**src/rtl/vcap_pkg.sv**
```systemverilog
// Package: shared types and constants for the capture line address generator.
// Assumes: nothing beyond IEEE 1800-2017 packed types.
package vcap_pkg;

    // Number of address planes (Y, U, V) and pitch alignment in bits.
    localparam int NPLANE     = 3;
    localparam int ALIGN_BITS = 5;

    // Control register layout; first member is the most significant bit.
    typedef struct packed {
        logic no_recover;    // bit 4
        logic uv_on_odd;     // bit 3
        logic field_reload;  // bit 2
        logic planar;        // bit 1
        logic interlaced;    // bit 0
    } vcap_ctrl_t;

endpackage

```
**src/rtl/vcap_cfg_regs.sv**
```systemverilog
// Module: holds the pitch pair and the control bits written by software.
// Assumes: write strobes are single-cycle; pitches are aligned on write.
module vcap_cfg_regs
    import vcap_pkg::*;
#(
    parameter int PW = 16
) (
    input  logic            clk,
    input  logic            rst_n,
    input  logic            pitch_wr,
    input  logic [2*PW-1:0] pitch_data,
    input  logic            ctrl_wr,
    input  logic [4:0]      ctrl_data,
    output logic [PW-1:0]   y_pitch,
    output logic [PW-1:0]   uv_pitch,
    output vcap_ctrl_t      ctrl
);

    localparam logic [PW-1:0] ALIGN_MASK = ~((PW)'((1 << ALIGN_BITS) - 1));

    // Capture pitch writes, clearing the alignment bits.
    always_ff @(posedge clk) begin
        if (!rst_n) begin
            y_pitch  <= '0;
            uv_pitch <= '0;
        end else if (pitch_wr) begin
            y_pitch  <= pitch_data[PW-1:0] & ALIGN_MASK;
            uv_pitch <= pitch_data[2*PW-1:PW] & ALIGN_MASK;
        end
    end

    // Capture control writes.
    always_ff @(posedge clk) begin
        if (!rst_n)       ctrl <= '0;
        else if (ctrl_wr) ctrl <= vcap_ctrl_t'(ctrl_data);
    end

endmodule

```
**src/rtl/vcap_base_shadow.sv**
```systemverilog
// Module: working copies of the odd/even bases per plane and the parity mux.
// Assumes: plane 0 is Y; planes above 0 are chroma. When reload is high the
// freshly programmed bases are selected in the same cycle.
module vcap_base_shadow
    import vcap_pkg::*;
#(
    parameter int AW = 32
) (
    input  logic                     clk,
    input  logic                     rst_n,
    input  logic                     reload,
    input  logic                     field_odd,
    input  logic                     uv_on_odd,
    input  logic [NPLANE-1:0][AW-1:0] prog_odd,
    input  logic [NPLANE-1:0][AW-1:0] prog_even,
    output logic [NPLANE-1:0][AW-1:0] sel_base
);

    for (genvar p = 0; p < NPLANE; p++) begin : g_plane
        logic [AW-1:0] work_odd, work_even;
        logic [AW-1:0] src_odd, src_even;
        logic          use_odd;

        // Refresh the working copies on a reload event.
        always_ff @(posedge clk) begin
            if (!rst_n) begin
                work_odd  <= '0;
                work_even <= '0;
            end else if (reload) begin
                work_odd  <= prog_odd[p];
                work_even <= prog_even[p];
            end
        end

        // Pick the base for the starting field.
        always_comb begin
            src_odd     = reload ? prog_odd[p]  : work_odd;
            src_even    = reload ? prog_even[p] : work_even;
            use_odd     = field_odd || ((p != 0) && uv_on_odd);
            sel_base[p] = use_odd ? src_odd : src_even;
        end
    end

endmodule

```
**src/rtl/vcap_line_cursor.sv**
```systemverilog
// Module: per-plane line cursor; emits the line start address and advances
// by the pitch. Assumes AW > PW; a restart in the same cycle as a line start
// makes that line begin at the new base.
module vcap_line_cursor #(
    parameter int AW = 32,
    parameter int PW = 16
) (
    input  logic          clk,
    input  logic          rst_n,
    input  logic          restart,
    input  logic [AW-1:0] base,
    input  logic          line_go,
    input  logic [PW-1:0] pitch,
    input  logic          enable,
    output logic [AW-1:0] addr
);

    logic [AW-1:0] cur, start;

    // Choose the address the next line starts from.
    always_comb start = restart ? base : cur;

    // Publish the line address and step the cursor.
    always_ff @(posedge clk) begin
        if (!rst_n) begin
            cur  <= '0;
            addr <= '0;
        end else if (line_go) begin
            addr <= enable ? start : '0;
            cur  <= start + {{(AW-PW){1'b0}}, pitch};
        end else if (restart) begin
            cur <= base;
        end
    end

endmodule

```
**src/rtl/vcap_ovf_ctrl.sv**
```systemverilog
// Module: overflow handling: drops the line, or halts and interrupts
// until a FIFO reset. Assumes single-cycle strobes.
module vcap_ovf_ctrl (
    input  logic clk,
    input  logic rst_n,
    input  logic no_recover,
    input  logic fifo_ovf,
    input  logic fifo_reset,
    input  logic line_start,
    output logic line_valid,
    output logic ovf_irq
);

    // Track line validity and the sticky overflow interrupt.
    always_ff @(posedge clk) begin
        if (!rst_n) begin
            line_valid <= 1'b0;
            ovf_irq    <= 1'b0;
        end else if (ovf_irq) begin
            line_valid <= 1'b0;
            if (fifo_reset) ovf_irq <= 1'b0;
        end else if (fifo_ovf) begin
            line_valid <= 1'b0;
            ovf_irq    <= no_recover;
        end else if (line_start) begin
            line_valid <= 1'b1;
        end
    end

endmodule

```
**src/rtl/vcap_line_addr.sv**
```systemverilog
// Module: top of the capture line address generator. Combines config,
// base shadowing, three plane cursors and overflow control.
// Assumes: strobes from capture timing are single-cycle pulses.
module vcap_line_addr
    import vcap_pkg::*;
#(
    parameter int AW = 32,
    parameter int PW = 16
) (
    input  logic            clk,
    input  logic            rst_n,
    input  logic            pitch_wr,
    input  logic [2*PW-1:0] pitch_data,
    input  logic            ctrl_wr,
    input  logic [4:0]      ctrl_data,
    input  logic [AW-1:0]   base_y_odd,
    input  logic [AW-1:0]   base_y_even,
    input  logic [AW-1:0]   base_u_odd,
    input  logic [AW-1:0]   base_u_even,
    input  logic [AW-1:0]   base_v_odd,
    input  logic [AW-1:0]   base_v_even,
    input  logic            frame_start,
    input  logic            field_start,
    input  logic            field_odd,
    input  logic            line_start,
    input  logic            fifo_ovf,
    input  logic            fifo_reset,
    output logic [AW-1:0]   y_addr,
    output logic [AW-1:0]   u_addr,
    output logic [AW-1:0]   v_addr,
    output logic            line_valid,
    output logic            ovf_irq
);

    logic [PW-1:0]             y_pitch, uv_pitch;
    vcap_ctrl_t                ctrl_q;
    logic                      reload, restart, line_go;
    logic [NPLANE-1:0][AW-1:0] prog_odd, prog_even, sel_base, addr_arr;

    vcap_cfg_regs #(.PW(PW)) u_cfg (
        .clk(clk), .rst_n(rst_n),
        .pitch_wr(pitch_wr), .pitch_data(pitch_data),
        .ctrl_wr(ctrl_wr), .ctrl_data(ctrl_data),
        .y_pitch(y_pitch), .uv_pitch(uv_pitch), .ctrl(ctrl_q)
    );

    // Decode restart and reload events from the timing strobes.
    always_comb begin
        restart = frame_start || field_start;
        reload  = frame_start ||
                  (field_start && (!ctrl_q.interlaced || ctrl_q.field_reload));
        line_go = line_start && !ovf_irq;
    end

    // Gather the programmed bases per plane.
    always_comb begin
        prog_odd  = {base_v_odd,  base_u_odd,  base_y_odd};
        prog_even = {base_v_even, base_u_even, base_y_even};
    end

    vcap_base_shadow #(.AW(AW)) u_shadow (
        .clk(clk), .rst_n(rst_n), .reload(reload), .field_odd(field_odd),
        .uv_on_odd(ctrl_q.uv_on_odd), .prog_odd(prog_odd),
        .prog_even(prog_even), .sel_base(sel_base)
    );

    for (genvar p = 0; p < NPLANE; p++) begin : g_cur
        localparam bit IS_Y = (p == 0);
        vcap_line_cursor #(.AW(AW), .PW(PW)) u_cur (
            .clk(clk), .rst_n(rst_n), .restart(restart),
            .base(sel_base[p]), .line_go(line_go),
            .pitch(IS_Y ? y_pitch : uv_pitch),
            .enable(IS_Y ? 1'b1 : ctrl_q.planar),
            .addr(addr_arr[p])
        );
    end

    vcap_ovf_ctrl u_ovf (
        .clk(clk), .rst_n(rst_n), .no_recover(ctrl_q.no_recover),
        .fifo_ovf(fifo_ovf), .fifo_reset(fifo_reset),
        .line_start(line_start), .line_valid(line_valid), .ovf_irq(ovf_irq)
    );

    // Route plane addresses to the outputs.
    always_comb begin
        y_addr = addr_arr[0];
        u_addr = addr_arr[1];
        v_addr = addr_arr[2];
    end

endmodule

```
**config.mk**
```make
export PLATFORM = sky130hd
export DESIGN_NAME = vcap_line_addr
export DESIGN_NICKNAME = d
export VERILOG_FILES = /design/src/rtl/vcap_pkg.sv /design/src/rtl/vcap_cfg_regs.sv /design/src/rtl/vcap_base_shadow.sv /design/src/rtl/vcap_line_cursor.sv /design/src/rtl/vcap_ovf_ctrl.sv /design/src/rtl/vcap_line_addr.sv
export SDC_FILE = /design/constraint.sdc
export NUM_CORES = 1
export LEC_CHECK = 0
export ABC_AREA = 1
export BUFFER_PORTS_ARGS = -buffer_cell sky130_fd_sc_hd__buf_2
export CAP_MARGIN = 20
export CELL_PAD_IN_SITES_DETAIL_PLACEMENT = 0
export CELL_PAD_IN_SITES_GLOBAL_PLACEMENT = 1
export CORE_MARGIN = 2
export CORE_UTILIZATION = 36
export DETAILED_ROUTE_END_ITERATION = 10
export PLACE_DENSITY_LB_ADDON = 0.1
export SLEW_MARGIN = 10
export SYNTH_ARGS = -nofsm -noshare
export SYNTH_HDL_FRONTEND = slang
export SYNTH_SLANG_ARGS = --single-unit
```
**constraint.sdc**
```tcl
create_clock -name clk -period 3.15 [get_ports clk]
set_input_delay 0.315 -clock clk [delete_from_list [all_inputs] [get_ports clk]]
set_output_delay 0.315 -clock clk [all_outputs]
set_load 0.03 [all_outputs]
```
# Word-level counts from Yosys, hierarchy flattened
# Cells that the tools add are included.
[totals] register_bits=413 inputBits=239 output_inout_bits=98 wordCells=54
[classes] addsub=3 muxes=20 bitwise_logic=1 n_reduce_logical=9
[op_table] op="$mux 32" count=17
[op_table] op="$add 32x16->32" count=3
[op_table] op="$logic_or 1x1->1" count=4
[op_table] op="$mux 1" count=3
[op_table] op="$reduce_or 3->1" count=1
[op_table] op="$logic_and 1x1->1" count=2
[op_table] op="$logic_not 1->1" count=2
[op_table] op="$not 1->1" count=1

# Logic depth before layout (Yosys ltp)
# Gate-level depths: netlist of run 1.
[logic_depth] word_depth=9 depth_mapped=28 mapped_depth_nobuf=24

# Hierarchy
# A second synthesis of run 1 with hierarchy kept.
[hier_totals] cells_unflattened=3689 area_unflattened_um2=23232.3
[modules_own_cells] mod="vcap_line_cursor" n_inst=3 cells_each=632 area_per_inst_um2=4156.5 seq_area_each_um2=1281.2
[modules_own_cells] mod="vcap_base_shadow" n_inst=1 cells_each=1592 area_per_inst_um2=9437.8 seq_area_each_um2=3843.7
[modules_own_cells] mod="vcap_cfg_regs" n_inst=1 cells_each=182 area_per_inst_um2=1213.7 seq_area_each_um2=540.5
[modules_own_cells] mod="vcap_ovf_ctrl" n_inst=1 cells_each=10 area_per_inst_um2=75.1 seq_area_each_um2=40.0
[modules_own_cells] mod="vcap_line_addr" n_inst=1 cells_each=9 area_per_inst_um2=36.3 seq_area_each_um2=0.0

# Least setup slack after synthesis of run 1
# OpenSTA, ideal clock, no wires.
[synth_path] kind="input port to flip-flop" from="input frame_start" to="register g_cur[0].u_cur.cur[27]" setup_time_ns=0.113 t_arrival_ns=3.052 t_required_ns=3.037 path_slack_ns=-0.015 stages=21 path_buffers=4 cell_sequence="inv_2 nand2_2 buf_2 buf_2 buf_2 buf_1 o211ai_1 o21ai_1 inv_1 ha_1 fa_1 nand3_1 nand3_1 nand2_1 inv_1 o21ai_1 nor2_1 nand2_1 nand2_1 nand2_1 nor2_1"
[synth_between] elab_chain_cells=6 word_cells_on_any_way=8 classes_between="1 x add/sub; 5 x mux; 2 x reduce/logical"
[synth_rtl] element="start, declared" line="vcap_line_addr.sv:22" rtl="input logic frame_start,"
[synth_rtl] element="$logic_or 1x1->1" line="vcap_line_addr.sv:50" rtl="reload = frame_start ||"
[synth_rtl] element="$mux 32, on equally long branches" line="vcap_base_shadow.sv:38, vcap_base_shadow.sv:37"
[synth_rtl] element="$mux 32" line="vcap_base_shadow.sv:40" rtl="sel_base[p] = use_odd ? src_odd : src_even;"
[synth_rtl] element="$mux 32 (*)" line="vcap_line_cursor.sv:31" rtl="end else if (restart) begin"
[synth_rtl] element="via g_cur[0].u_cur.start[5]" line="vcap_line_cursor.sv:18" rtl="logic [AW-1:0] cur, start;"
[synth_rtl] element="$add 32x16->32 (*)" line="vcap_line_cursor.sv:30" rtl="cur <= start + {{(AW-PW){1'b0}}, pitch};"
[synth_rtl] element="$mux 32 (*)" line="vcap_line_cursor.sv:28" rtl="end else if (line_go) begin"
[synth_rtl] element="end signal, assigned" line="vcap_line_cursor.sv:30"
[synth_rtl] element="end signal, assigned" line="vcap_line_cursor.sv:32" rtl="cur <= base;"
[synth_rtl] element="end, declared" line="vcap_line_cursor.sv:18"
# The timed path passes the listed nets; every way through them passes the cells marked *.
# A chain may end at the register's enable or synchronous reset.

# Worst setup path after layout of run 1
[layout_path] from="register u_cfg.ctrl[0] in the netlist's numbering" to="register g_cur[1].u_cur.cur[21]"
[layout_between] elab_chain_cells=9 word_cells_on_any_way=10 classes_between="1 x add/sub; 5 x mux; 4 x reduce/logical"
[layout_rtl] element="start, declared" line="vcap_cfg_regs.sv:16" rtl="output vcap_ctrl_t ctrl"
[layout_rtl] element="start signal, assigned" line="vcap_cfg_regs.sv:35" rtl="else if (ctrl_wr) ctrl <= vcap_ctrl_t'(ctrl_data);"
[layout_rtl] element="$logic_not 1->1 (*)" line="vcap_line_addr.sv:51" rtl="(field_start && (!ctrl_q.interlaced || ctrl_q.field_reload));"
[layout_rtl] element="$logic_or 1x1->1 (*)" line="vcap_line_addr.sv:51"
[layout_rtl] element="$logic_and 1x1->1 (*)" line="vcap_line_addr.sv:51"
[layout_rtl] element="$logic_or 1x1->1 (*)" line="vcap_line_addr.sv:50"
[layout_rtl] element="$mux 32, on equally long branches" line="vcap_base_shadow.sv:38, vcap_base_shadow.sv:37"
[layout_rtl] element="$mux 32 (*)" line="vcap_base_shadow.sv:40"
[layout_rtl] element="$mux 32 (*)" line="vcap_line_cursor.sv:31"
[layout_rtl] element="$add 32x16->32" line="vcap_line_cursor.sv:30"
[layout_rtl] element="$mux 32 (*)" line="vcap_line_cursor.sv:28"
[layout_rtl] element="end signal, assigned" line="vcap_line_cursor.sv:30"
[layout_rtl] element="end signal, assigned" line="vcap_line_cursor.sv:32"
[layout_rtl] element="end, declared" line="vcap_line_cursor.sv:18"
# Every way passes the cells marked *; elsewhere a longest branch is shown, timed or not.

==> impl_metrics.py, run 1 <==
metrics = {
    "synth": {
        "yosys_warnings": 0,
        "netlist_instances": 2905,
        "netlist_area_sq_um": 19800,
        "synthArstFlopShare": 0,
        "synth-seq-cells": 413,
        "synth_nets": 3183,
        "avgSynthCellArea_sq_um": 6.81,
        "synth_edf_count": 0,
        "synth_flop_cell": "dfxtp_1",
        "ys_seq_area_frac": 0.418,
        "synth.distinct_cells": 47,
    },
    "clock_tree": {
        "numCtsBuffers": 48,
        "htree_levels": 2,
        "cts_tree": "done",
        "clk_latency_ns": 0.60,
        "path_clk_slew_ns": 0.06,
        "cts_buffer_depth": 3,
        "root_buffer": "clkbuf_16",
        "cts.sinks": 413,
    },
    "hold_path": {
        "hold_path.class": "input port to flip-flop",
    },
    "route": {
        "routedWlPerCell_um": 18.5,
        "dr.pass1.iters": 5,
        "totalWireLength_mm": 78.2,
        "final_antenna_net_count": 0,
        "via_per_inst": 4.96,
        "drc_errors": 0,
        "drt_iter0_drc": 1651,
        "vias": 21014,
    },
    "floorplan": {
        "chipWidth_um": 238,
        "core_area_sq_um": 54000,
        "rows": 85,
        "die_area_sq_um": 56800,
        "pin_count": 337,
        "start_util": 0.366,
        "die_h_um": 238,
    },
    "final_layout": {
        "final_common_cell": "nand2_1",
        "layout.cells.non_filler": 4236,
        "layout.nets": 3776,
        "syn2layout_area_growth_pct": 42.4,
        "fillers": 5317,
        "layout_common_cells": "723 x nand2_1, 411 x dfxtp_1, 325 x buf_2",
        "drive_gt1_frac": 0.295,
    },
    "worst_setup_path": {
        "worstSetupPathType": "flip-flop to flip-flop",
        "cpMostUsedCell": "nand2_2",
        "critical-path-top-delay-family": "simple AND/OR/NAND/NOR gates",
        "cp_max_fo": 8,
        "cp_num_buf_inv": 5,
        "worstPathRequired_ns": 3.68,
        "critPathMaxStageDelay_ns": 0.40,
        "crit_slowest_cell": "dfxtp_4",
        "cp_cell_sequence": "nand3_4 > nand2_8 > buf_12 > buf_6 > nand2_1 > o21ai_1 > inv_1 > o211ai_1 > o21ai_1 > inv_1 > ha_4 > nand2_4 > nand2_4 > nand2_2 > nand2_2 > nand2_2 > nand3_2 > nand4_1 > nand2_2 > buf_6 > nand3_4 > o21ai_2 > nand2_1 > nor2_1",
        "worstPathArrival_ns": 3.85,
        "start_kind": "flip-flop",
        "critPathCaptureType": "flip-flop",
    },
    "power": {
        "power_frac_clock": 0.373,
        "p_int_w": 0.0107,
        "power_frac_comb": 0.253,
        "peakVddDrop_v": 0.000352,
        "powerDensity_nw_per_um2": 551,
        "power_switching_w": 0.00486,
        "netSwitchingFraction": 0.313,
        "finalPower_w": 0.0155,
        "leakage_nw": 13.5,
        "power_frac_seq": 0.374,
    },
    "flow_run": {
        "cap_violations": 0,
    },
    "timing": {
        "slew_headroom": 0.341,
        "rsz0062_at_grt": "yes",
        "fin_crit_ns": 3.32,
        "fin_crit_sh": 1.05,
        "setup_viol": 23,
        "finalHoldViolCount": 0,
        "fmax_mhz": 301,
        "worstMarginPinSlew_ns": 0.988,
        "skew_ns": 0.0113,
        "drv_slew": 0,
        "setup_ws_ns": -0.170,
    },
    "global_routing": {
        "antenna_found_initial": 5,
        "grt_remaining_overflow": 0,
        "track_usage": 0.265,
        "grt_pass1_wl_mm": 115,
        "grt_start_max_net_pins": 144,
        "grt_pass1_vias": 19820,
    },
    "placed_design": {
        "place_hpwl_mm": 55.1,
        "dp_slack_ns": -0.432,
        "numPortBuffers": 326,
        "gp_congestion": 0.847,
        "dpl.cell_count": 3993,
    },
    "outcome": {
        "violations": "negative setup slack",
        "status": "complete, but fails checks",
    },
}
[metal layers]
layer	global-route usage	share of wire	wire, um
met4	0.0754	0.024	1860
met2	0.389	0.43	33300
met5	0	0	0
met3	0.0593	0.070	5450
met1	0.385	0.48	37500
[cell families after synthesis]
family	Yosys count	share of synthesized area
and+or+nand+nor	1466	0.306
buffers and inverters	472	0.0971
AOI/OAI and AO/OA	463	0.127
DFF	413	0.418
muxes	40	0.0202
adders and majority gates	39	0.0258
xor gates and xnor gates	12	0.00531
[worst paths after layout]
check	slack (ns)	endpoint	from	depth (start not counted)
worst max-delay path	-0.17	g_cur[1].u_cur.cur[21]	u_cfg.ctrl[0]	24
worst min-delay path	0.02	u_shadow.g_plane[1].work_odd[22]	base_u_odd[22]	3
worst max register to register	-0.17	g_cur[1].u_cur.cur[21]	u_cfg.ctrl[0]	24
worst min register to register	0.45	g_cur[0].u_cur.addr[9]	g_cur[0].u_cur.addr[9]	2
[what timing repair did]
action / CTS / global route
gates resized for setup: 148 / 269
setup buffers: 51 / 23
pin swaps: 36 / 97
hold buffers: 79 / 0
gates cloned: 7 / 1
endpoints found under the setup margin: 60 / 67
hold endpoints to repair: 78 / 0
[metrics by stage]
stage | TNS (ns) | area, sq um | hold WS, ns | utilization
after floorplan | 0 | 19800 | 0.394 | -
after global placement | -12.89 | 23400 | 0.436 | 0.433
after detailed placement | -15.86 | 23400 | 0.435 | 0.433
after CTS | -0.656 | 27000 | 0.000862 | 0.499
after global routing | -7.49 | 28200 | 0.0356 | 0.521
final | -1.12 | 28200 | 0.0233 | 0.521
[state kept, by name, indices dropped and copies added (netlist names)]
name                        cells
g_cur.u_cur.addr               96
g_cur.u_cur.cur                96
u_shadow.g_plane.work_even     96
u_shadow.g_plane.work_odd      96
u_cfg.uv_pitch                 11
u_cfg.y_pitch                  11
u_cfg.ctrl                      5
u_ovf.line_valid                1
u_ovf.ovf_irq                   1
[cell usage after synthesis (all sizes together) (36+ instances only)]
| cell type | count | area (sq um) |
|---|---|---|
| nor2 | 355 | 1360 |
| o21ai | 243 | 1220 |
| dfxtp | 413 | 8270 |
| nand3 | 255 | 1290 |
| a21oi | 142 | 711 |
| mux2i | 40 | 400 |
| ha | 36 | 450 |
| or2 | 39 | 244 |
| nand2 | 789 | 2980 |
| buf | 83 | 460 |
| inv | 314 | 1180 |
| clkbuf | 73 | 274 |
[worst min-delay path, cell delays in order]
cell     delay (ns)
buf_2          0.11
nand2_1        0.08
a21oi_1        0.07
[power groups by stage]
| stage | clock [W] | combinational [W] | sequential [W] |
|---|---|---|---|
| after global placement | 0 | 0.00312 | 0.00588 |
| after floorplan | 0 | 0.00169 | 0.00595 |
| final | 0.00579 | 0.00393 | 0.00580 |
| after CTS | 0.00590 | 0.00355 | 0.00579 |
| after global routing | 0.00611 | 0.00428 | 0.00584 |
| after detailed placement | 0 | 0.00314 | 0.00589 |
[area by class of cell]
type                    count  area (sq um)  share of cell area
multi-input cells        2020         11100               0.394
flip-flops and latches    413          8270               0.294
repair buffers            699          5110               0.181
clock buffers              72          1400              0.0497
inverters                 316          1200              0.0427
well taps                 696           871              0.0309
clock inverters            16           213             0.00755
diodes                      4          10.0            0.000355
No activity file was read; power rests on OpenSTA's default activity.
==> inputs of run 2 (changes only) <==
--- a/config.mk
+++ b/config.mk
@@ -10,6 +10,7 @@
 export CAP_MARGIN = 20
 export CELL_PAD_IN_SITES_DETAIL_PLACEMENT = 0
 export CELL_PAD_IN_SITES_GLOBAL_PLACEMENT = 1
+export CORE_ASPECT_RATIO = 1.75
 export CORE_MARGIN = 2
 export CORE_UTILIZATION = 36
 export DETAILED_ROUTE_END_ITERATION = 10
==> impl_metrics.py, run 2 (synthesis gave the netlist of run 1 again) <==
metrics = {
    "final_layout": {
        "layout.cells.non_filler": 4199,
        "final_common_cell": "nand2_1",
        "syn2layout_area_growth_pct": 39.3,
        "diodes": 0,
        "layout.nets": 3757,
        "layout_common_cells": "732 x nand2_1, 411 x dfxtp_1, 325 x buf_2",
        "final_area_sq_um": 27600,
        "drive_gt1_frac": 0.302,
    },
    "timing": {
        "finalHoldViolCount": 0,
        "slew_headroom": 0.382,
        "fin_crit_sh": 1.01,
        "fmax_mhz": 315,
        "rsz0062_at_grt": "yes",
        "worstMarginPinSlew_ns": 0.927,
        "skew_ns": 0.0183,
        "setup_viol": 3,
        "fin_crit_ns": 3.18,
        "setup_ws_ns": -0.0252,
        "drv_slew": 0,
    },
    "power": {
        "peakVddDrop_v": 0.000428,
        "powerDensity_nw_per_um2": 543,
        "leakage_nw": 13.4,
        "power_frac_comb": 0.260,
        "power_frac_clock": 0.352,
        "power_frac_seq": 0.388,
        "netSwitchingFraction": 0.314,
        "p_int_w": 0.0103,
        "power_switching_w": 0.00469,
    },
    "floorplan": {
        "chipWidth_um": 181,
        "core_area_sq_um": 54300,
        "rows": 113,
        "pin_count": 337,
        "die_h_um": 314,
        "die_area_sq_um": 56900,
        "start_util": 0.364,
    },
    "clock_tree": {
        "cts_buffer_depth": 3,
        "clk_latency_ns": 0.56,
        "cts.sinks": 413,
        "root_buffer": "clkbuf_16",
        "numCtsBuffers": 42,
        "cts_tree": "done",
        "path_clk_slew_ns": 0.07,
        "htree_levels": 2,
    },
    "route": {
        "vias": 20828,
        "totalWireLength_mm": 79.7,
        "met1Wirelength_mm": 29.1,
        "drc_errors": 0,
        "routedWlPerCell_um": 19.0,
        "dr.pass1.iters": 5,
        "drt_iter0_drc": 915,
        "dr_wl_met2_mm": 41.7,
        "via_per_inst": 4.96,
        "highest_layer": "met5",
        "final_antenna_net_count": 0,
        "dr_wl_met3_mm": 3.40,
    },
    "global_routing": {
        "grt_pass1_wl_mm": 119,
        "grt_remaining_overflow": 0,
        "grt_start_max_net_pins": 157,
        "track_usage": 0.273,
        "antenna_found_initial": 3,
        "grt_pass1_vias": 20694,
    },
    "worst_setup_path": {
        "cp_max_fo": 7,
        "worstSetupPathType": "flip-flop to flip-flop",
        "worstPathRequired_ns": 3.64,
        "worstPathArrival_ns": 3.66,
        "start_kind": "flip-flop",
        "critPathCaptureType": "flip-flop",
        "r2r_slack_ns": -0.03,
    },
    "placed_design": {
        "dpl.cell_count": 4020,
        "placed_area_sq_um": 23600,
        "gp_congestion": 0.907,
        "place_hpwl_mm": 57.9,
        "numPortBuffers": 326,
    },
    "outcome": {
        "violations": "negative setup slack",
        "status": "complete, but fails checks",
    },
    "hold_path": {
        "hold_path.class": "input port to flip-flop",
    },
    "flow_run": {
        "cap_violations": 0,
    },
}
## run 2: critical path: stages, from the launching register on
cell and delay (ns):
dfxtp_2 0.31, inv_2 0.06, nand3_4 0.11, nand2_8 0.18, buf_8 0.15, nand2_2 0.05, o21ai_2 0.04, inv_1 0.06
o211ai_1 0.36, o21ai_1 0.16, inv_1 0.16, ha_4 0.17, fa_2 0.23, nand3_2 0.09, nand3_2 0.11, nand4_1 0.14
nand2_2 0.14, buf_6 0.13, nand3_4 0.07, o21ai_2 0.13, nand2_1 0.08, nor2_2 0.13
## run 2: layout make-up
cell class | count | area, sq um
clock buffers | 62 | 1270
flip-flops and latches | 413 | 8270
repair buffers | 680 | 4740
multi-input cells | 2026 | 11100
fillers | 5579 | 26700
inverters | 316 | 1200
clock inverters | 12 | 148
well taps | 690 | 863
## run 2: final timing paths
check / from / to / cells after the start
max reg2reg: u_cfg.ctrl[2] / g_cur[1].u_cur.cur[21] / 21
min reg2reg: g_cur[2].u_cur.addr[5] / g_cur[2].u_cur.addr[5] / 2
max: u_cfg.ctrl[2] / g_cur[1].u_cur.cur[21] / 21
min: pitch_data[13] / u_cfg.y_pitch[13] / 3
## run 2: repair_timing
item,4_1_cts,5_1_grt
hold buffers,28,0
hold endpoints to repair,28,0
setup endpoints to repair,65,62
gates cloned,10,1
buffers inserted,59,21
gates resized for setup,180,210
pin swaps,56,84
## run 2: power groups by stage
stage / Clock (W) / Combinational, W / Sequential [W]
2_1_floorplan: 0 / 0.00169 / 0.00595
3_3_place_gp: 0 / 0.00321 / 0.00588
3_5_place_dp: 0 / 0.00325 / 0.00589
4_1_cts: 0.00539 / 0.00362 / 0.00579
5_1_grt: 0.00557 / 0.00424 / 0.00583
6_report: 0.00527 / 0.00389 / 0.00580
## run 2: per-stage QoR
step | total power (W) | setup WS, ns | hold WS, ns | util | setup TNS (ns)
6_report | 0.0150 | -0.0252 | 0.0160 | 0.507 | -0.0559
5_1_grt | 0.0156 | -0.194 | 0.0174 | 0.507 | -5.51
4_1_cts | 0.0148 | -0.0314 | 0.0000426 | 0.491 | -0.0905
3_5_place_dp | 0.00914 | -0.628 | 0.444 | 0.435 | -26.91
3_3_place_gp | 0.00910 | -0.581 | 0.439 | 0.435 | -25.27
2_1_floorplan | 0.00764 | 0.0128 | 0.394 | - | 0
## run 2: routing by layer
| layer | vias up | GRT usage |
|---|---|---|
| li1 | 10428 | - |
| met1 | 9636 | 0.287 |
| met2 | 576 | 0.513 |
| met3 | 182 | 0.0340 |
| met4 | 6 | 0.170 |
| met5 | - | 0 |
==> inputs of run 3 (changes only) <==
--- a/config.mk
+++ b/config.mk
@@ -19,3 +19,4 @@
 export SYNTH_ARGS = -nofsm -noshare
 export SYNTH_HDL_FRONTEND = slang
 export SYNTH_SLANG_ARGS = --single-unit
+export TNS_END_PERCENT = 1
==> impl_metrics.py, run 3 (synthesis gave the netlist of run 1 again) <==
metrics = {
    "timing": {
        "fin_crit_sh": 1.01,
        "slew_headroom": 0.388,
        "drv_slew": 0,
        "fin_crit_ns": 3.19,
        "setup_viol": 5,
        "skew_ns": 0.0179,
        "finalHoldViolCount": 0,
        "fin_setup_tns_ns": -0.127,
        "fmax_mhz": 313,
        "rsz0062_at_grt": "yes",
        "setup_ws_ns": -0.0412,
        "worstMarginPinSlew_ns": 0.917,
    },
    "floorplan": {
        "die_area_sq_um": 56900,
        "start_util": 0.364,
        "pin_count": 337,
        "chipWidth_um": 181,
        "core_area_sq_um": 54300,
        "rows": 113,
        "die_h_um": 314,
    },
    "power": {
        "peakVddDrop_v": 0.000423,
        "leakage_nw": 13.2,
        "finalPower_w": 0.0148,
        "powerDensity_nw_per_um2": 546,
    },
    "worst_setup_path": {
        "worstPathRequired_ns": 3.64,
        "critPathCaptureType": "flip-flop",
        "start_kind": "flip-flop",
        "cp_max_fo": 8,
        "worstPathArrival_ns": 3.68,
        "worstSetupPathType": "flip-flop to flip-flop",
    },
    "outcome": {
        "status": "complete, but fails checks",
        "violations": "negative setup slack",
    },
    "placed_design": {
        "gp_congestion": 0.907,
        "placed_area_sq_um": 23600,
        "numPortBuffers": 326,
        "dpl.cell_count": 4020,
        "place_hpwl_mm": 57.9,
    },
    "route": {
        "routedWlPerCell_um": 18.9,
        "drt_iter0_drc": 856,
        "via_per_inst": 4.94,
        "final_antenna_net_count": 0,
        "vias": 20687,
        "totalWireLength_mm": 79.0,
        "drc_errors": 0,
        "dr.pass1.iters": 5,
    },
    "clock_tree": {
        "cts_tree": "done",
        "htree_levels": 2,
        "root_buffer": "clkbuf_16",
        "cts.sinks": 413,
        "path_clk_slew_ns": 0.06,
        "clk_latency_ns": 0.56,
        "numCtsBuffers": 42,
        "cts_buffer_depth": 3,
    },
    "global_routing": {
        "grt_remaining_overflow": 0,
        "antenna_found_initial": 3,
        "grt_pass1_vias": 20632,
        "track_usage": 0.272,
        "grt_start_max_net_pins": 157,
        "grt_pass1_wl_mm": 119,
    },
    "hold_path": {
        "hold_path.class": "input port to flip-flop",
    },
    "final_layout": {
        "final_common_cell": "nand2_1",
        "layout_common_cells": "750 x nand2_1, 411 x dfxtp_1, 326 x buf_2",
        "syn2layout_area_growth_pct": 36.7,
        "layout.nets": 3746,
        "layout.cells.non_filler": 4188,
        "diodes": 0,
        "drive_gt1_frac": 0.280,
        "final_area_sq_um": 27000,
        "utilization": 0.498,
    },
    "flow_run": {
        "cap_violations": 0,
    },
}
==> run 3: cell types whose count changed in the layout (fill, tap and decap cells not counted), sizes merged <==
cell  previous run  this run
buf            651       640
==> run 3: power breakdown <==
part | internal [W] | leakage, nW | switching, W | total, W
clock | 0.00303 | 0.696 | 0.00223 | 0.00526
combinational | 0.00152 | 9.12 | 0.00219 | 0.00371
sequential | 0.00562 | 3.41 | 0.000169 | 0.00579
total | 0.0102 | 13.2 | 0.00459 | 0.0148
==> run 3: routing by layer <==
layer  share of wire  vias to the layer above  global-route usage
met5         0.00030                        -                   0
met4           0.067                        6               0.160
met3           0.040                      179              0.0345
met2            0.52                      518               0.516
met1            0.37                     9583               0.286
li1                -                    10401                   -
==> run 3: final timing paths <==
kind | start | slack (ns) | endpoint | cells past startpoint
worst min register to register | g_cur[0].u_cur.addr[7] | 0.45 | g_cur[0].u_cur.addr[7] | 2
worst max register to register | u_cfg.ctrl[2] | -0.04 | u_shadow.g_plane[1].work_odd[7] | 25
worst min-delay path | pitch_data[13] | 0.02 | u_cfg.y_pitch[13] | 3
worst max-delay path | u_cfg.ctrl[2] | -0.04 | u_shadow.g_plane[1].work_odd[7] | 25
==> run 3: area by class of cell <==
cell class	count	area, sq um
Fill cell	5656	27300
Multi-Input combinational cell	2026	10600
Sequential cell	413	8270
Timing Repair Buffer	669	4630
Clock buffer	62	1270
Inverter	316	1200
Tap cell	690	863
Clock inverter	12	148
==> run 3: timing repair <==
action,4_1_cts,5_1_grt
pin swaps,48,44
hold endpoints to repair,28,0
hold buffers,28,0
buffers inserted,54,7
setup endpoints to repair,65,61
gates cloned,10,1
resized for setup,163,111
==> run 3: through the flow <==
stage | hold slack [ns] | setup slack (ns)
3_3_place_gp | 0.439 | -0.581
6_report | 0.0163 | -0.0412
5_1_grt | 0.0174 | -0.225
3_5_place_dp | 0.444 | -0.628
4_1_cts | 0.0000426 | -0.0491
2_1_floorplan | 0.394 | 0.0128
==> run 3: critical path, stage by stage (launching register included) <==
cell     delay [ns]
dfxtp_2        0.31
inv_2          0.06
nand3_4        0.11
nand2_8        0.19
buf_12         0.15
nand2_4        0.04
o21ai_2        0.05
inv_2          0.07
buf_6          0.11
buf_4          0.12
buf_4          0.12
buf_4          0.12
buf_4          0.12
buf_4          0.12
buf_4          0.12
buf_4          0.12
buf_4          0.12
buf_4          0.12
buf_4          0.12
buf_4          0.12
buf_4          0.12
buf_4          0.12
buf_4          0.12
buf_4          0.12
buf_4          0.13
nor2_4         0.06
